$ cat src/rtl/seg_loader_pkg.sv
package seg_loader_pkg;
  localparam int unsigned DEF_COLS  = 160;
  localparam int unsigned DEF_BUS_W = 8;
  localparam int unsigned DEF_GRP_W = 16;

  typedef enum logic {
    FILL_UP   = 1'b0,
    FILL_DOWN = 1'b1
  } fill_dir_e;

  typedef struct packed {
    logic sel;
    logic done;
  } chain_state_t;
endpackage

$ cat src/rtl/seg_rst_sync.sv
module seg_rst_sync (
  input  logic clk,
  input  logic rst_n,
  output logic rst_sync_n
);
  logic [1:0] sync_q;

  always_ff @(posedge clk or negedge rst_n) begin
    if (!rst_n) sync_q <= 2'b00;
    else        sync_q <= {sync_q[0], 1'b1};
  end

  assign rst_sync_n = sync_q[1];
endmodule

$ cat src/rtl/seg_byte_pack.sv
module seg_byte_pack #(
  parameter int unsigned BUS_W = 8
) (
  input  logic             clk,
  input  logic             rst_n,
  input  logic             clr,
  input  logic             stb,
  input  logic             wide,
  input  logic [BUS_W-1:0] din,
  output logic             byte_vld,
  output logic [BUS_W-1:0] byte_dat
);
  localparam int unsigned HALF_W = BUS_W / 2;

  logic              ph_q, ph_d;
  logic [HALF_W-1:0] nib_q, nib_d;

  always_comb begin
    ph_d  = ph_q;
    nib_d = nib_q;
    if (clr) begin
      ph_d = 1'b0;
    end else if (stb && !wide) begin
      ph_d = !ph_q;
      if (!ph_q) nib_d = din[HALF_W-1:0];
    end
  end

  always_ff @(posedge clk or negedge rst_n) begin
    if (!rst_n) begin
      ph_q  <= 1'b0;
      nib_q <= '0;
    end else begin
      ph_q  <= ph_d;
      nib_q <= nib_d;
    end
  end

  assign byte_vld = stb && !clr && (wide || ph_q);
  assign byte_dat = wide ? din : {din[HALF_W-1:0], nib_q};
endmodule

$ cat src/rtl/seg_group_ptr.sv
module seg_group_ptr #(
  parameter int unsigned BUS_W = 8,
  parameter int unsigned GRP_W = 16,
  parameter int unsigned NGRP  = 10,
  parameter int unsigned CNT_W = 4
) (
  input  logic             clk,
  input  logic             rst_n,
  input  logic             clr,
  input  logic             dir_rev,
  input  logic             byte_vld,
  input  logic [BUS_W-1:0] byte_dat,
  output logic             wr_en,
  output logic [CNT_W-1:0] wr_slot,
  output logic [GRP_W-1:0] wr_data,
  output logic             grp_last,
  output logic [CNT_W-1:0] grp_cnt
);
  localparam int unsigned BPG = GRP_W / BUS_W;
  localparam logic [CNT_W-1:0] CNT_MAX = CNT_W'(NGRP - 1);

  logic [CNT_W-1:0] cnt_q, cnt_d;

  generate
    if (BPG == 1) begin : g_direct
      assign wr_en   = byte_vld;
      assign wr_data = byte_dat;
    end else begin : g_gather
      localparam int unsigned BI_W  = $clog2(BPG);
      localparam int unsigned HLD_W = GRP_W - BUS_W;
      localparam logic [BI_W-1:0] BI_MAX = BI_W'(BPG - 1);

      logic [BI_W-1:0]  bidx_q, bidx_d;
      logic [HLD_W-1:0] hold_q, hold_d;

      always_comb begin
        bidx_d = bidx_q;
        hold_d = hold_q;
        if (clr) begin
          bidx_d = '0;
        end else if (byte_vld) begin
          if (bidx_q == BI_MAX) begin
            bidx_d = '0;
          end else begin
            bidx_d = bidx_q + 1'b1;
            hold_d[int'(bidx_q)*BUS_W +: BUS_W] = byte_dat;
          end
        end
      end

      always_ff @(posedge clk or negedge rst_n) begin
        if (!rst_n) begin
          bidx_q <= '0;
          hold_q <= '0;
        end else begin
          bidx_q <= bidx_d;
          hold_q <= hold_d;
        end
      end

      assign wr_en   = byte_vld && (bidx_q == BI_MAX);
      assign wr_data = {byte_dat, hold_q};
    end
  endgenerate

  always_comb begin
    cnt_d = cnt_q;
    if (clr)        cnt_d = '0;
    else if (wr_en) cnt_d = (cnt_q == CNT_MAX) ? '0 : cnt_q + 1'b1;
  end

  always_ff @(posedge clk or negedge rst_n) begin
    if (!rst_n) cnt_q <= '0;
    else        cnt_q <= cnt_d;
  end

  assign grp_last = wr_en && (cnt_q == CNT_MAX);
  assign wr_slot  = dir_rev ? (CNT_MAX - cnt_q) : cnt_q;
  assign grp_cnt  = cnt_q;
endmodule

$ cat src/rtl/seg_line_store.sv
module seg_line_store #(
  parameter int unsigned COLS  = 160,
  parameter int unsigned GRP_W = 16,
  parameter int unsigned NGRP  = 10,
  parameter int unsigned CNT_W = 4
) (
  input  logic             clk,
  input  logic             rst_n,
  input  logic             wr_en,
  input  logic [CNT_W-1:0] wr_slot,
  input  logic [GRP_W-1:0] wr_data,
  input  logic             xfer,
  output logic [COLS-1:0]  latch_bits,
  output logic [COLS-1:0]  line_bits
);
  genvar g;
  generate
    for (g = 0; g < NGRP; g++) begin : g_slot
      logic             hit;
      logic [GRP_W-1:0] slot_q;

      assign hit = wr_en && (wr_slot == CNT_W'(g));

      always_ff @(posedge clk or negedge rst_n) begin
        if (!rst_n)   slot_q <= '0;
        else if (hit) slot_q <= wr_data;
      end

      assign latch_bits[g*GRP_W +: GRP_W] = slot_q;
    end
  endgenerate

  always_ff @(posedge clk or negedge rst_n) begin
    if (!rst_n)    line_bits <= '0;
    else if (xfer) line_bits <= latch_bits;
  end
endmodule

$ cat src/rtl/seg_column_loader.sv
module seg_column_loader
  import seg_loader_pkg::*;
#(
  parameter int unsigned COLS  = DEF_COLS,
  parameter int unsigned BUS_W = DEF_BUS_W,
  parameter int unsigned GRP_W = DEF_GRP_W
) (
  input  logic             clk,
  input  logic             rst_n,
  input  logic             lp,
  input  logic             dstb,
  input  logic             wide_mode,
  input  logic             dir_rev,
  input  logic [BUS_W-1:0] din,
  input  logic             chain_in_a,
  input  logic             chain_in_b,
  output logic             chain_out_a,
  output logic             chain_out_b,
  output logic [COLS-1:0]  line_out
);
  localparam int unsigned NGRP  = COLS / GRP_W;
  localparam int unsigned CNT_W = (NGRP > 1) ? $clog2(NGRP) : 1;

  logic             rst_i_n;
  logic             lp_d;
  chain_state_t     cs_q, cs_d;
  logic             cin, act, stb_acc;
  logic             byte_vld;
  logic [BUS_W-1:0] byte_dat;
  logic             wr_en, grp_last;
  logic [CNT_W-1:0] wr_slot, grp_cnt;
  logic [GRP_W-1:0] wr_data;
  logic [COLS-1:0]  latch_bits;
  logic             xfer;
  fill_dir_e        fdir;

  seg_rst_sync u_rst (
    .clk        (clk),
    .rst_n      (rst_n),
    .rst_sync_n (rst_i_n)
  );

  assign fdir    = fill_dir_e'(dir_rev);
  assign cin     = (fdir == FILL_DOWN) ? chain_in_b : chain_in_a;
  assign act     = !lp && !cs_q.done && (cs_q.sel || cin);
  assign stb_acc = dstb && act;
  assign xfer    = lp_d && !lp;

  seg_byte_pack #(.BUS_W(BUS_W)) u_pack (
    .clk      (clk),
    .rst_n    (rst_i_n),
    .clr      (lp),
    .stb      (stb_acc),
    .wide     (wide_mode),
    .din      (din),
    .byte_vld (byte_vld),
    .byte_dat (byte_dat)
  );

  seg_group_ptr #(
    .BUS_W (BUS_W),
    .GRP_W (GRP_W),
    .NGRP  (NGRP),
    .CNT_W (CNT_W)
  ) u_ptr (
    .clk      (clk),
    .rst_n    (rst_i_n),
    .clr      (lp),
    .dir_rev  (dir_rev),
    .byte_vld (byte_vld),
    .byte_dat (byte_dat),
    .wr_en    (wr_en),
    .wr_slot  (wr_slot),
    .wr_data  (wr_data),
    .grp_last (grp_last),
    .grp_cnt  (grp_cnt)
  );

  seg_line_store #(
    .COLS  (COLS),
    .GRP_W (GRP_W),
    .NGRP  (NGRP),
    .CNT_W (CNT_W)
  ) u_store (
    .clk        (clk),
    .rst_n      (rst_i_n),
    .wr_en      (wr_en),
    .wr_slot    (wr_slot),
    .wr_data    (wr_data),
    .xfer       (xfer),
    .latch_bits (latch_bits),
    .line_bits  (line_out)
  );

  always_comb begin
    cs_d = cs_q;
    if (lp) begin
      cs_d.sel  = 1'b0;
      cs_d.done = 1'b0;
    end else begin
      cs_d.sel  = !cs_q.done && !grp_last && (cs_q.sel || cin);
      cs_d.done = cs_q.done || grp_last;
    end
  end

  always_ff @(posedge clk or negedge rst_i_n) begin
    if (!rst_i_n) begin
      cs_q <= '0;
      lp_d <= 1'b0;
    end else begin
      cs_q <= cs_d;
      lp_d <= lp;
    end
  end

  assign chain_out_a = cs_q.done && (fdir == FILL_DOWN);
  assign chain_out_b = cs_q.done && (fdir == FILL_UP);
endmodule

$ cat config.mk
export PLATFORM = sky130hd
export DESIGN_NAME = seg_column_loader
export DESIGN_NICKNAME = d
export VERILOG_FILES = /design/src/rtl/seg_loader_pkg.sv /design/src/rtl/seg_rst_sync.sv /design/src/rtl/seg_byte_pack.sv /design/src/rtl/seg_group_ptr.sv /design/src/rtl/seg_line_store.sv /design/src/rtl/seg_column_loader.sv
export SDC_FILE = /design/constraint.sdc
export NUM_CORES = 1
export LEC_CHECK = 0
export ABC_AREA = 1
export BUFFER_PORTS_ARGS = -buffer_cell sky130_fd_sc_hd__buf_4
export CORE_MARGIN = 1
export CORE_UTILIZATION = 57
export CTS_CLUSTER_SIZE = 20
export DETAILED_ROUTE_END_ITERATION = 10
export PLACE_DENSITY = 0.79
export REMOVE_ABC_BUFFERS = 1
export SLEW_MARGIN = 10
export SYNTH_ARGS = -nofsm -noshare
export SYNTH_HDL_FRONTEND = slang
export SYNTH_SLANG_ARGS = --single-unit
export TNS_END_PERCENT = 20
$ cat constraint.sdc
create_clock -name clk -period 11.6 [get_ports clk]
set_clock_uncertainty 0.2 [all_clocks]
set_input_delay 0.58 -clock clk [delete_from_list [all_inputs] [get_ports clk]]
set_output_delay 0.58 -clock clk [all_outputs]
set_load 0.1 [all_outputs]
**Word level (Yosys, flattened, before mapping)**

Cells that the tools add are included.

- Register bits after elaboration: 343
- Bits of input ports: 16
- Output and inout port bits: 162
- Word-level logic and storage cells: 90

- Add/subtract/negate cells: 4
- Equality and inequality tests: 10
- Shift operators: 2
- Mux-type cells: 13
- Bitwise gates (word level): 4
- Reduce and logical (&&, ||, !) cells: 37

Operators with widths:

| operator | number |
|---|---|
| 4-bit negator with 34-bit output | 1 |
| 8-bit by 34-bit variable shift with 8-bit output (first input constant) | 1 |
| 8-bit by 34-bit indexed part select with 8-bit output | 1 |
| 1-bit logical AND | 23 |
| 4-bit by 3-bit equality test with 1-bit output (second input constant) | 4 |
| 4-bit two-way mux | 4 |
| 4-bit equality test (second input constant) | 3 |
| 8-bit bitwise mux | 1 |
| 4-bit by 2-bit equality test with 1-bit output (second input constant) | 2 |
| 8-bit two-way mux | 1 |
| 1-bit two-way mux | 6 |
| 3-bit AND reduction | 2 |
| 2-bit nonzero test | 3 |
| 1-bit logical NOT | 5 |
| 4-bit by 1-bit adder with 4-bit output (second input constant) | 1 |
| 4-bit by 1-bit equality test with 1-bit output (second input constant) | 1 |
| 4-bit logical NOT | 1 |
| 1-bit inverter | 4 |
| 4-bit subtractor (first input constant) | 1 |
| 1-bit logical OR | 3 |
| 2-bit two-way mux | 1 |
| 1-bit adder (second input constant) | 1 |

**Depth between registers and ports, before layout**

- Word-level depth: 12
- Depth in mapped cells: 11
- Depth with buffers taken out: 10

**Hierarchy**

A second synthesis with hierarchy kept.

- Cells, all modules: 1,293
- Area total of the unflattened synthesis: 13,699.4 sq um

Modules (own cells, without submodules):

| module | instances | cells each | area each (sq um) |
|---|---|---|---|
| seg_line_store | 1 | 1,133 | 12,470.7 |
| seg_group_ptr | 1 | 86 | 710.7 |
| seg_byte_pack | 1 | 50 | 317.8 |
| seg_column_loader | 1 | 21 | 146.4 |
| seg_rst_sync | 1 | 3 | 53.8 |

**Worst setup path before layout**

OpenSTA, ideal clock, no wires.

- Kind: in2out
- From: in dir_rev
- To: out chain_out_b
- Arrival time: 2,003 ps
- Data required time: 10,820 ps
- Setup slack: 8,817 ps
- Cell stages on the path: 2
- Path buffers: 1
- Cells stage by stage: buf_4 -> nor2_1

- Word-level cells in the longest chain between the ends: 2

RTL lines:

| what | RTL line | source |
|---|---|---|
| from (decl) | seg_column_loader.sv:13 | `input logic dir_rev,` |
| 1-bit inverter | seg_column_loader.sv:117 | `assign chain_out_b = cs_q.done && (fdir == FILL_UP);` |
| 1-bit logical AND | seg_column_loader.sv:117 |  |
| to (decl) | seg_column_loader.sv:18 | `output logic chain_out_b,` |

Every way passes these cells.

**Worst setup path after layout**

- From: reg lp_d
- To: reg u_store.line_bits[159]

- Word-level cells in the longest chain between the ends: 1

RTL lines:

| what | RTL line | source |
|---|---|---|
| from (decl) | seg_column_loader.sv:25 | `logic lp_d;` |
| from (signal assigned) | seg_column_loader.sv:112 | `lp_d <= lp;` |
| 1-bit logical AND | seg_column_loader.sv:47 | `assign xfer = lp_d && !lp;` |
| to (signal assigned) | seg_line_store.sv:35 | `else if (xfer) line_bits <= latch_bits;` |
| to (decl) | seg_line_store.sv:14 | `output logic [COLS-1:0] line_bits` |

Every way passes these cells.
A chain may end at the register's enable or synchronous reset.

==> key figures <==
Yosys
  – Post-synth ARST share: 1.00
  – Post-synth EDFFs: 0
  – Netlist cell types: 23
  – Yosys warns: 0
  – #FFs+latches synth: 343
  – Post-Syn Area: 0.0136 mm²
  – Synthesized area per cell: 11.3 µm²
  – Cell count after synthesis: 1,207
  – Primary FF master, synth: dfrtp_1
  – Register area share after synthesis: 0.630

Global route
  – Gr ovfl total: 0
  – Initial antenna violation count: 0
  – Vias in the first global route: 8,922
  – Total GRT Usage: 0.265
  – First-pass GRT wire length: 49,300 µm
  – Largest net degree at the start of global routing: 102

Clocking
  – PostCTS Resize Cnt: 0
  – Clk buf depth: 3
  – Root Driver: clkbuf_16
  – CTS sink count: 343
  – Setup Fix Bufs, Post-CTS: 0
  – Clk Latency, worst-skew pair: 0.50 ns
  – Cts hold-fix bufs: 1
  – CTS buffer count: 35
  – H-tree depth: 2
  – CTS tree: yes
  – Clk pin slew, worst setup/hold paths: 0.06 ns

Drt
  – Antenna-violating nets left: 0
  – DRT Pass-1 Iters: 5
  – Routed WL per cell: 18.5 µm
  – Routed via count: 9,249
  – Iter 0 DRT Violations: 846
  – Drt total wl: 31,400 µm
  – # DRC: 0
  – Vias per Instance: 5.45

Die
  – Die ar.: 0.0245 mm²
  – CORE AREA: 0.0235 mm²
  – Die width: 157 µm
  – Die boundary height: 157 µm
  – Starting Density: 0.581
  – FP Rows: 56
  – Top Ports: 178

Setup path
  – Reg2reg start: lp_d
  – CP Class: reg -> reg
  – WP data required: 11.78 ns
  – R2R setup slack: 8.66 ns
  – Worst Setup End Kind: register
  – CP Launch Type: register
  – Crit Reg-Reg Endpoint: u_store.line_bits[159]
  – Worst Path Arrival: 3.12 ns
  – Crit-path max FO: 82
  – Worst reg-to-reg path cell count: 3

STA
  – Pins over their slew limit: 0
  – Unrepaired setup endpoints after global routing: no
  – Max Clk Rate: 340 MHz
  – Sum Neg Setup Slack: 0 ns
  – Worst-margin pin slew: 1.13 ns
  – Tcrit/Tclk final: 0.253
  – Relative slew slack: 0.249
  – Fin. Hold Viols: 0
  – Final setup violation count: 0
  – Min Tclk post-route: 2.94 ns

Hold path
  – Worst hold path class: in -> reg
  – Worst hold path depth: 1
  – Hold worst-path end: lp_d
  – Hold_sp: lp

Finish
  – Share of cells above drive strength 1: 0.322
  – ANT cells: 0
  – Most frequent cells in the layout: nand2_1, dfrtp_1, buf_4
  – Final net count: 1,372
  – Final instance area: 0.0163 mm²
  – Area Overhead vs Synth: 19.3%
  – Most common cell after layout, fill and taps aside: nand2_1
  – Layout Utilization: 0.693

Pwr
  – Pwr dens: 166 mW/mm²
  – LEAKAGE: 0.00911 µW
  – Max rail drop VDD: 0.110 mV

Place
  – Post-DP HPWL: 18,700 µm
  – Final Wtd Congestion: 0.774
  – Placed instance area: 0.0150 mm²
  – Number of buffers added on ports: 177

Run
  – Maxcap violations: 0

Run status
  – Status: completed
-- cell families (layout without fill, tap and decap cells) --
logic type / count (synthesis) / after routing / share of synthesized area
other cells: 1 / 1 / 0.000275
compound gates: 26 / 26 / 0.00955
flops: 343 / 343 / 0.630
simple gates: 575 / 575 / 0.187
fa+ha+maj: 3 / 3 / 0.00275
mux: 160 / 160 / 0.132
xor+xnor: 3 / 3 / 0.00248
buf+inv: 96 / 266 / 0.0362
-- where the power goes --
group	total, µW	internal [µW]	switching (µW)	leakage [µW]
Clock	1160	720	444	0.000602
Sequential	1300	1230	72.9	0.00476
Combinational	236	52.5	184	0.00375
Total	2700	2000	701	0.00911
-- registers in the layout, summed over array words and instances, names as in the netlist --
| name | cells |
|---|---|
| u_rst.sync_q | 2 |
| u_pack.ph_q | 1 |
| u_ptr.grp_cnt | 4 |
| lp_d | 1 |
| cs_q | 2 |
| u_pack.nib_q | 4 |
| u_store.g_slot.slot_q | 160 |
| u_ptr.g_gather.bidx_q | 1 |
| u_store.line_bits | 160 |
| u_ptr.g_gather.hold_q | 8 |
-- critical path, cell delays in order, from the launching register on --
cell,delay (ns)
dfrtp_1,0.39
nand2_4,0.77
buf_4,0.94
mux2_2,0.43
-- worst max-delay path by stage --
| stage | startpoint | endpoint | slack [ns] | depth (start not counted) |
|---|---|---|---|---|
| floorplan | u_rst.sync_q[1] | cs_q[0] | 1.13 | 0 |
| global placement | lp | u_store.line_bits[56] | 8.30 | 5 |
| detailed placement | lp | u_store.line_bits[52] | 8.25 | 5 |
| CTS | u_rst.sync_q[1] | u_store.line_bits[1] | 8.33 | 2 |
| global route | u_rst.sync_q[1] | u_store.line_bits[1] | 8.36 | 2 |
| finish | lp_d | u_store.line_bits[159] | 8.66 | 3 |
-- layout make-up --
class	count	area (µm²)
clock buffers	49	1050
clock inverters	12	163
fillers	1694	7210
inverters	20	75.1
multi-input cells	768	4590
flip-flops and latches	343	8590
well taps	319	399
repair buffers	185	1400
-- per-stage QoR --
stage	power [µW]	worst slack, ns	cells	hold slack [ns]
floorplan	1460	1.13	1131	0.0844
global placement	1550	8.30	1634	0.138
detailed placement	1560	8.25	1634	0.154
CTS	2720	8.33	1696	0.0234
global route	2780	8.36	1696	0.0235
finish	2700	8.66	1696	0.0417
-- routing by layer --
metal	vias to the layer above	wire, µm	track usage
met2	306	15000	0.412
met4	0	647	0.0714
met3	47	1930	0.0396
li1	4261	-	-
met5	-	0	0
met1	4635	13900	0.391
-- Yosys cell counts, drive strengths merged (2+ instances only) --
cell type / count / share of area
nand3: 169 / 0.062
xor2: 2 / 0.0013
nand2: 387 / 0.11
inv: 20 / 0.0055
clkbuf: 18 / 0.0050
nor2: 18 / 0.011
mux2: 160 / 0.13
buf: 58 / 0.026
o21ai: 23 / 0.0084
ha: 3 / 0.0028
a21oi: 3 / 0.0011
dfrtp: 343 / 0.63
Note: power is estimated with default switching activity, not from simulation.
